--- config.mk ---
export PLATFORM = sky130hd
export DESIGN_NAME = clk_fo_ctrl
export DESIGN_NICKNAME = d
export VERILOG_FILES = /design/src/rtl/clk_fo_pkg.sv /design/src/rtl/clk_fo_sync.sv /design/src/rtl/clk_fo_mon.sv /design/src/rtl/clk_fo_sel.sv /design/src/rtl/clk_fo_ctrl.sv
export SDC_FILE = /design/constraint.sdc
export NUM_CORES = 1
export LEC_CHECK = 0
export BUFFER_PORTS_ARGS = -buffer_cell sky130_fd_sc_hd__buf_2
export CAP_MARGIN = 20
export CORE_UTILIZATION = 50
export DETAILED_ROUTE_END_ITERATION = 10
export GPL_TIMING_DRIVEN = 0
export PLACE_DENSITY = 0.71
export SYNTH_ARGS = -nofsm -noshare
export SYNTH_HDL_FRONTEND = slang
export SYNTH_SLANG_ARGS = --single-unit
--- constraint.sdc ---
create_clock -name clk_ref -period 3.59 [get_ports clk_ref]
set_clock_uncertainty 0.1 [all_clocks]
set_input_delay 0.1795 -clock clk_ref [delete_from_list [all_inputs] [get_ports clk_ref]]
set_output_delay 0.1795 -clock clk_ref [all_outputs]
set_load 0.02 [all_outputs]
--- src/rtl/clk_fo_pkg.sv ---
package clk_fo_pkg;
  typedef enum logic [1:0] {
    SRC_INT = 2'd0,
    SRC_EXT = 2'd1,
    SRC_PLL = 2'd2
  } src_e;

  typedef enum logic [1:0] {
    ST_IDLE  = 2'd0,
    ST_DRAIN = 2'd1,
    ST_GAP   = 2'd2
  } sw_state_e;

  localparam int NUM_SRC = 3;
endpackage

--- src/rtl/clk_fo_sync.sv ---
module clk_fo_sync #(
  parameter int W      = 2,
  parameter int STAGES = 2
) (
  input  logic         clk,
  input  logic         rst_n,
  input  logic [W-1:0] d,
  output logic [W-1:0] q
);
  logic [W-1:0] stg [STAGES];

  genvar i;
  generate
    for (i = 0; i < STAGES; i++) begin : g_stage
      if (i == 0) begin : g_first
        always_ff @(posedge clk or negedge rst_n) begin
          if (!rst_n) stg[0] <= '0;
          else        stg[0] <= d;
        end
      end else begin : g_next
        always_ff @(posedge clk or negedge rst_n) begin
          if (!rst_n) stg[i] <= '0;
          else        stg[i] <= stg[i-1];
        end
      end
    end
  endgenerate

  assign q = stg[STAGES-1];
endmodule

--- src/rtl/clk_fo_mon.sv ---
module clk_fo_mon #(
  parameter int LIMIT = 16
) (
  input  logic clk,
  input  logic rst_n,
  input  logic lvl,
  input  logic armed,
  output logic fail_det
);
  localparam int CW = (LIMIT > 1) ? $clog2(LIMIT) : 1;

  logic          prev;
  logic          edge_seen;
  logic [CW-1:0] cnt;

  assign edge_seen = lvl ^ prev;

  always_ff @(posedge clk or negedge rst_n) begin
    if (!rst_n) prev <= 1'b0;
    else        prev <= lvl;
  end

  always_ff @(posedge clk or negedge rst_n) begin
    if (!rst_n)                 cnt <= '0;
    else if (!armed || edge_seen) cnt <= '0;
    else if (cnt != CW'(LIMIT - 1)) cnt <= cnt + 1'b1;
  end

  assign fail_det = armed && !edge_seen && (cnt == CW'(LIMIT - 1));
endmodule

--- src/rtl/clk_fo_sel.sv ---
module clk_fo_sel
  import clk_fo_pkg::*;
#(
  parameter int GAP_CYC = 2
) (
  input  logic               clk,
  input  logic               rst_n,
  input  logic               req_valid,
  input  logic [1:0]         req_src,
  output logic               req_ready,
  input  logic               ext_ready,
  input  logic               pll_lock,
  input  logic               ext_lvl,
  input  logic               pll_lvl,
  input  logic               fail_det,
  output logic [1:0]         cur_src,
  output logic               busy,
  output logic [NUM_SRC-1:0] en
);
  localparam int GW = (GAP_CYC > 1) ? $clog2(GAP_CYC) : 1;

  sw_state_e     state;
  src_e          cur;
  src_e          tgt;
  logic [GW-1:0] gcnt;
  logic          legal;
  logic          old_low;
  logic          take;

  assign req_ready = (state == ST_IDLE);
  assign take      = req_valid && req_ready;

  always_comb begin
    case (req_src)
      2'd0:    legal = 1'b1;
      2'd1:    legal = ext_ready;
      2'd2:    legal = pll_lock;
      default: legal = 1'b0;
    endcase
    if (req_src == cur) legal = 1'b0;
  end

  always_comb begin
    case (cur)
      SRC_EXT: old_low = !ext_lvl;
      SRC_PLL: old_low = !pll_lvl;
      default: old_low = 1'b1;
    endcase
  end

  always_ff @(posedge clk or negedge rst_n) begin
    if (!rst_n) begin
      state <= ST_IDLE;
      cur   <= SRC_INT;
      tgt   <= SRC_INT;
      gcnt  <= '0;
    end else if (fail_det) begin
      state <= ST_GAP;
      tgt   <= SRC_INT;
      gcnt  <= '0;
    end else begin
      case (state)
        ST_IDLE: begin
          if (take && legal) begin
            state <= ST_DRAIN;
            tgt   <= src_e'(req_src);
          end
        end
        ST_DRAIN: begin
          if (old_low) begin
            state <= ST_GAP;
            gcnt  <= '0;
          end
        end
        ST_GAP: begin
          if (gcnt == GW'(GAP_CYC - 1)) begin
            cur   <= tgt;
            state <= ST_IDLE;
          end else begin
            gcnt <= gcnt + 1'b1;
          end
        end
        default: state <= ST_IDLE;
      endcase
    end
  end

  genvar s;
  generate
    for (s = 0; s < NUM_SRC; s++) begin : g_en
      assign en[s] = (state != ST_GAP) && (cur == src_e'(s));
    end
  endgenerate

  assign cur_src = cur;
  assign busy    = (state != ST_IDLE);
endmodule

--- src/rtl/clk_fo_ctrl.sv ---
module clk_fo_ctrl
  import clk_fo_pkg::*;
#(
  parameter int LIMIT   = 16,
  parameter int GAP_CYC = 2,
  parameter int SYNC_N  = 2
) (
  input  logic       clk_ref,
  input  logic       rst_n,
  input  logic       ext_clk,
  input  logic       pll_clk,
  input  logic       ext_ready,
  input  logic       pll_lock,
  input  logic       req_valid,
  input  logic [1:0] req_src,
  output logic       req_ready,
  input  logic       mon_arm,
  input  logic       fail_clr,
  output logic       en_int,
  output logic       en_ext,
  output logic       en_pll,
  output logic [1:0] src_sel,
  output logic       busy,
  output logic       fail_irq
);
  logic [1:0]         lvl_s;
  logic               ext_s;
  logic               pll_s;
  logic               mon_en;
  logic               armed;
  logic               fail_det;
  logic [NUM_SRC-1:0] en;
  logic               gap_now;

  clk_fo_sync #(.W(2), .STAGES(SYNC_N)) u_sync (
    .clk   (clk_ref),
    .rst_n (rst_n),
    .d     ({pll_clk, ext_clk}),
    .q     (lvl_s)
  );
  assign ext_s = lvl_s[0];
  assign pll_s = lvl_s[1];

  assign gap_now = busy && (en == '0);
  assign armed   = mon_en && !gap_now &&
                   ((src_sel == SRC_EXT) || (src_sel == SRC_PLL));

  clk_fo_mon #(.LIMIT(LIMIT)) u_mon (
    .clk      (clk_ref),
    .rst_n    (rst_n),
    .lvl      (ext_s),
    .armed    (armed),
    .fail_det (fail_det)
  );

  clk_fo_sel #(.GAP_CYC(GAP_CYC)) u_sel (
    .clk       (clk_ref),
    .rst_n     (rst_n),
    .req_valid (req_valid),
    .req_src   (req_src),
    .req_ready (req_ready),
    .ext_ready (ext_ready),
    .pll_lock  (pll_lock),
    .ext_lvl   (ext_s),
    .pll_lvl   (pll_s),
    .fail_det  (fail_det),
    .cur_src   (src_sel),
    .busy      (busy),
    .en        (en)
  );

  always_ff @(posedge clk_ref or negedge rst_n) begin
    if (!rst_n) begin
      fail_irq <= 1'b0;
      mon_en   <= 1'b1;
    end else begin
      if (fail_det)      fail_irq <= 1'b1;
      else if (fail_clr) fail_irq <= 1'b0;
      if (fail_det)      mon_en <= 1'b0;
      else if (mon_arm)  mon_en <= 1'b1;
    end
  end

  assign en_int = en[SRC_INT];
  assign en_ext = en[SRC_EXT];
  assign en_pll = en[SRC_PLL];
endmodule

Word level (Yosys, flattened, before mapping). Cells that the tools add are included.

Output and inout bits: 8. Register bits after elaboration: 18. Memories: 0. RAM bits: 0. ROM bits: 0. Input port bits: 11. Bits in latches: 0. Word-level logic and storage cells: 80.

Bitwise gates (word level): 2. Divide/modulo/power cells: 0. Reductions and logical operators: 32. Multiply operators: 0. Magnitude comparators: 0. Shift operators: 0. Mux-type cells: 21. $add $sub $neg: 2. Eq/ne operators: 13.

Operators with widths (count): $mux W2 (7); $reduce_bool A2 Y1 (6); $logic_and A1 B1 Y1 (10); $mux W1 (8); $mux W4 (2); $eq A2 B1 Y1 const B (3); $eq A2 B2 Y1 const B (3); $logic_not A2 Y1 (3); $ne A3 B2 Y1 const B (2); $pmux W2 S3 (1); $reduce_and A3 Y1 (2); $logic_not A1 Y1 (5); $add A4 B1 Y4 const B (1); $eq A4 B4 Y1 const B (1); $ne A4 B4 Y1 const B (1); $pmux W1 S2 (2); $reduce_and A2 Y1 (2); $logic_not A3 Y1 (1); $ne A3 B3 Y1 const B (1); $pmux W1 S3 (1); $reduce_bool A3 Y1 (1); $eq A2 B2 Y1 (1); $logic_or A1 B1 Y1 (2); $ne A2 B2 Y1 const B (1); other kinds (3) (3).

Depth between registers and ports, before layout.
Word-level depth: 11. Gate-level depth with buffers: 7.

Modules after synthesis. Synthesis repeated with hierarchy kept, for this count alone.

Cells, all modules: 85. Area, all modules: 894.6 um^2.

Modules (own cells, without submodules): clk_fo_sel (seq. area each 175.2 um^2, area an instance 454.2 um^2, times used 1, cells each 48); clk_fo_mon (seq. area each 125.1 um^2, area an instance 230.2 um^2, times used 1, cells each 22); clk_fo_sync (seq. area each 100.1 um^2, area an instance 115.1 um^2, times used 1, cells each 6); clk_fo_ctrl (seq. area each 51.3 um^2, area an instance 95.1 um^2, times used 1, cells each 9).

Worst setup path before layout. No wires, ideal clock.

Path kind: reg-to-reg. Start point: register u_sel.cur[0] (netlist: u_sel.cur_src[0]). End point: register u_sel.state[1]. Stages on the path, launching flop included: 7. Path slack: 1619 ps. Required time: 3366 ps. Setup time: 124 ps. Arrival: 1748 ps. Path through: dfrtp_1 > inv_1 > ha_1 > or4b_1 > nand4b_2 > nor2_1 > a211o_1.

Cells in the longest elaborated chain, start to end: 11.

RTL lines: start, declared (line clk_fo_sel.sv:23) `src_e cur;`; start signal, assigned (line clk_fo_sel.sv:77) `cur <= tgt;`; $eq A2 B1 Y1 (tied with other cells) (line clk_fo_sel.sv:44, clk_fo_sel.sv:91, clk_fo_ctrl.sv:46); $logic_and A1 B1 Y1 (line clk_fo_sel.sv:91) `assign en[s] = (state != ST_GAP) && (cur == src_e'(s));`; $logic_not A3 Y1 (line clk_fo_ctrl.sv:44) `assign gap_now = busy && (en == '0);`; $logic_and A1 B1 Y1 (line clk_fo_ctrl.sv:44); $logic_not A1 Y1 (line clk_fo_ctrl.sv:45) `assign armed = mon_en && !gap_now &&`; $logic_and A1 B1 Y1 (2 in a row) (line clk_fo_ctrl.sv:45); $logic_and A1 B1 Y1 (2 in a row) (line clk_fo_mon.sv:29) `assign fail_det = armed && !edge_seen && (cnt == CW'(LIMIT - 1));`; $ne A3 B3 Y1 (no source line) or $ne A3 B2 Y1 (tied branches); $reduce_and A3 Y1 (no source line); end signal, assigned (line clk_fo_sel.sv:53) `state <= ST_IDLE;`; end signal, assigned (line clk_fo_sel.sv:58) `state <= ST_GAP;`; end signal, assigned (line clk_fo_sel.sv:65) `state <= ST_DRAIN;`; end, declared (line clk_fo_sel.sv:22) `sw_state_e state;`.

Several ways; a longest one is shown, not always the timed one. A chain may end at the register's enable or synchronous reset.

Final worst setup path. Ends and elaborated chain as after synthesis.

==> results.md <==
Yosys:
- The synthesized area is 909.6 um2.
- The xor and xnor area share after synthesis is 1.926%.
- The combinational family with the most area after synthesis is simple AND/OR/NAND/NOR gates.
- The synthesized-area fraction occupied by ao, oa, aoi and oai cells is 13.62%.
- Summing the areas of all fa, ha and maj instances in the mapped netlist gives 5.502% of the synthesized area.
- The proportion of synthesized area in mux cells is 5.777%.
- Of the synthesized area, sequential elements account for 49.66%.
- The synthesized-area fraction occupied by and/or/nand/nor cells is 18.57%.
- Yosys mapped the design onto 31 distinct sky130hd cell types.
- The average footprint of a synthesized cell is 10.96 um2.
- The count of yosys warnings during synthesis is 0.
- The synthesized flop and latch total is 18.
- Counting every net in the synthesized netlist gives 98.
- In the synthesized netlist the dominant register cell turns out to be sky130_fd_sc_hd__dfrtp_1.
- The synthesized instance count is 83.
- Counting flops with a built-in enable in the synthesized netlist gives 0.
- For this run, asynchronously set or reset flops after synthesis account for 100.0%.

Critical path:
- Traced cell by cell, the critical path runs through inv_1 -> ha_1 -> or4b_1 -> nand4b_2 -> nor2_1 -> a211o_1.
- The kind of cell with the highest combined delay along the critical path is simple AND/OR/NAND/NOR gates.
- The standard cell with the maximum stage delay on the critical path is sky130_fd_sc_hd__or4b_1.
- Counting both buffers and inverters, the worst setup path holds a total of 1.
- At the worst endpoint, the arrival time is 2.03 ns.
- STA puts the critical path data required time at 3.67 ns.
- The largest fanout on the critical path is 5.
- The worst setup path is launched from a flip-flop.
- The kind of end point of the critical path is a flip-flop.
- The type of the worst setup path is reg2reg.
- On the worst path, the slowest cell contributes a delay of 0.52 ns.

Pwr:
- The share of total power dissipated in sequential elements is 36.0%.
- Summed over all cells, the static leakage comes to 0.5329 nW.
- The analysis attributes to net switching a power of 0.0003384 W.
- The part of the total power dissipated in the clock network is 14.5%.
- The combinational fraction of design power is 49.5%.
- In this run switching power makes up 40.29% of total power.
- VDD sags by at most 0.3720 mV.
- Internal power comes to 0.0005016 W.
- For this design the ratio of total power to cell area is 758.5 nW/um2.

Global routing:
- The combined global-route utilization of all metal layers is 18.57%.
- The first global-routing pass estimated 2656 um of wire.
- The maximum number of pins on one net before global-route repair is 19.
- The initial antenna violation count came to 0.
- The number of global-route vias before repair is 624.
- For this run the aggregate overflow at the end of global routing stands at 0.

Cells and area:
- Of the cells placed in the final design, the portion with a size suffix greater than 1 is 31.19%.
- The final layout contains 125 nets.
- After routing the design area is 1107 um2.
- The number of antenna diodes in the final layout is 0.
- The library cell used most frequently in the layout, excluding fill and tap cells, is sky130_fd_sc_hd__buf_2.
- Leaving out fill and tap cells, the most frequent cells in the layout are sky130_fd_sc_hd__buf_2 (18), sky130_fd_sc_hd__dfrtp_1 (17), sky130_fd_sc_hd__nor2_1 (10).
- The non-filler instance count after layout is 134.
- The post-synthesis to final-layout area growth is 21.73%.

CTS:
- Counting every sink on the clock net gives 18.
- The number of CTS-inserted buffers is 3.
- After clock tree synthesis, the clock-pin slew on the worst setup and hold paths is 0.10 ns.
- The clock latency reported for the late side of the worst-skew pair is 0.28 ns.
- CTS placed an instance of sky130_fd_sc_hd__clkbuf_4 at the clock tree root.
- The maximum count of clock buffers along a single path is 2.
- CTS built an H-tree with a depth of 1.
- The number of setup buffers added after CTS is 0.
- The CTS tree is built.

Job:
- The number of maximum-capacitance constraint violations is 0.

Route:
- The vias after detailed routing is 677.
- In this run the remaining antenna-violating nets after routing total 0.
- Dividing the detail-routed via count by the number of cells gives 5.052.
- The pre-antenna-repair detailed-routing pass consisted of 2 iterations.
- The post-detailed-routing wire length is 1582 um.
- The DRC marker count from the first detailed-route iteration is 3.
- The remaining routing DRC violations is 0.
- The detail-routed net length per standard cell is 11.81 um.

Timing:
- The final-report hold violation count came to 0.
- Measured against its own limit, the worst slew margin works out to 73.64%.
- For the pin with the worst max-slew slack, the measured transition is 0.3954 ns.
- The minimum clock period after layout is 1.947 ns.
- The worst hold slack is 0.02819 ns.
- Timing would allow up to 0.5135 GHz.
- The worst path uses 54.25% of the clock period.
- The max-slew violation count came to 0.
- Adding up every negative setup slack in the final design gives 0 ns.
- Setup repair after global routing left no endpoint under its margin.
- The final count of negative-setup-slack endpoints is 0.

Status:
- The flow ran to the end, and the final reports show no timing, DRC or antenna violations.

Placement:
- The detailed placement HPWL is 1167 um.
- Input and output buffers added on the ports amount to 18.
- The congestion estimate from routability-driven global placement came to 0.6768.
- Once placement completed, the tool counted placed cells totaling 126.
- Once placement finished, the instance area stood at 1031 um2.

Floorplanning:
- After floorplanning, the core was divided into 15 placement rows.
- The die is 44.65 um tall.
- The starting utilization of the core area is 53.26%.
- From left edge to right edge, the die measures 44.65 um.
- Pin placement for this block handled 19 I/O pins.
- The placeable core area is 1708 um2.
- The die covers 1994 um2.

Hold path:
- The min-delay analysis places its worst path in the category in2reg.
==> routing by layer <==
metal / track usage [%] / vias up / share of wire [%]
met2: 29.41 / 13 / 50
met5: 0 / - / 0
met1: 25.20 / 321 / 47
li1: - / 343 / -
met3: 3.673 / 0 / 3.5
met4: 7.273 / 0 / 0
==> path summary, 6_finish.rpt <==
path / start / endpoint / slack, ns / cells after the start
min in group asynchronous: rst_n / u_sel.tgt[1]$_DFFE_PN0P_ / 0.25 / 2
hold reg to reg: u_sync.stg[2]$_DFF_PN0_ / u_sync.q[0]$_DFF_PN0_ / 0.26 / 0
setup / recovery: u_sel.cur_src[0]$_DFFE_PN0P_ / u_sel.state[1]$_DFFE_PN0P_ / 1.64 / 6
hold / removal: mon_arm / mon_en$_DFFE_PN1P_ / 0.03 / 3
max in group asynchronous: rst_n / mon_en$_DFFE_PN1P_ / 2.81 / 2
setup reg to reg: u_sel.cur_src[0]$_DFFE_PN0P_ / u_sel.state[1]$_DFFE_PN0P_ / 1.64 / 6
==> final cells by class <==
cell class	count	area [um2]
buffer	1	11.26
clock buffer	4	36.28
fill	139	600.6
inverter	9	33.78
multi-input combinational	55	412.9
sequential	18	451.7
tap	25	31.28
timing repair buffer	22	130.1
==> timing repair <==
item                                   CTS  global route
hold buffers                             4             0
endpoints found under the hold margin   20             0
resized for setup                        0             0
==> per-stage QoR <==
stage	setup slack [ns]	util (%)	power [W]
CTS	1.615	64.84	0.0008508
detailed placement	1.629	60.37	0.0007256
finish	1.643	64.84	0.0008399
floorplan	1.619	-	0.0006094
global placement	1.670	60.37	0.0007124
global route	1.537	64.84	0.0009123
==> Yosys cell counts, types with 2 or more instances <==
| master | number | share of area [%] |
|---|---|---|
| sky130_fd_sc_hd__and2_1 | 3 | 2.1 |
| sky130_fd_sc_hd__dfrtp_1 | 17 | 47 |
| sky130_fd_sc_hd__ha_1 | 4 | 5.5 |
| sky130_fd_sc_hd__inv_1 | 9 | 3.7 |
| sky130_fd_sc_hd__mux2_2 | 2 | 2.5 |
| sky130_fd_sc_hd__mux2i_1 | 3 | 3.3 |
| sky130_fd_sc_hd__nand2_1 | 4 | 1.7 |
| sky130_fd_sc_hd__nor2_1 | 10 | 4.1 |
| sky130_fd_sc_hd__nor3_1 | 2 | 1.1 |
| sky130_fd_sc_hd__o21ai_0 | 6 | 3.3 |
| sky130_fd_sc_hd__or2_2 | 2 | 1.4 |
| sky130_fd_sc_hd__xnor2_1 | 2 | 1.9 |
==> cells by family (layout without fill, tap and decap cells) <==
group / count (synthesis) / in the layout
and+or+nand+nor: 29 / 29
xor gates and xnor gates: 2 / 2
muxes: 5 / 5
DFF: 18 / 18
adders and majority gates: 4 / 4
AOI/OAI and AO/OA: 15 / 15
buffers and inverters: 10 / 36
==> registers in the layout, indices dropped and copies added, names as in the netlist <==
register	cells
u_mon.prev	1
u_sel.tgt	2
u_mon.cnt	4
mon_en	1
u_sync.stg	2
u_sync.q	2
fail_irq	1
u_sel.gcnt	1
u_sel.state	2
u_sel.cur_src	2
==> worst reg2reg max path: stages (launching register included) <==
cell	delay, ns
sky130_fd_sc_hd__dfrtp_1	0.42
sky130_fd_sc_hd__inv_1	0.10
sky130_fd_sc_hd__ha_1	0.23
sky130_fd_sc_hd__or4b_1	0.52
sky130_fd_sc_hd__nand4b_2	0.13
sky130_fd_sc_hd__nor2_1	0.08
sky130_fd_sc_hd__a211o_1	0.27
==> power by group through the flow <==
stage / Clock [W] / Combinational [W] / Sequential, W
global placement: 0 / 0.000409 / 0.000304
CTS: 0.000125 / 0.000422 / 0.000304
global route: 0.000136 / 0.000465 / 0.000311
finish: 0.000122 / 0.000416 / 0.000302
detailed placement: 0 / 0.000418 / 0.000307
floorplan: 0 / 0.000300 / 0.000309
No activity file was read; power rests on OpenSTA's default activity.
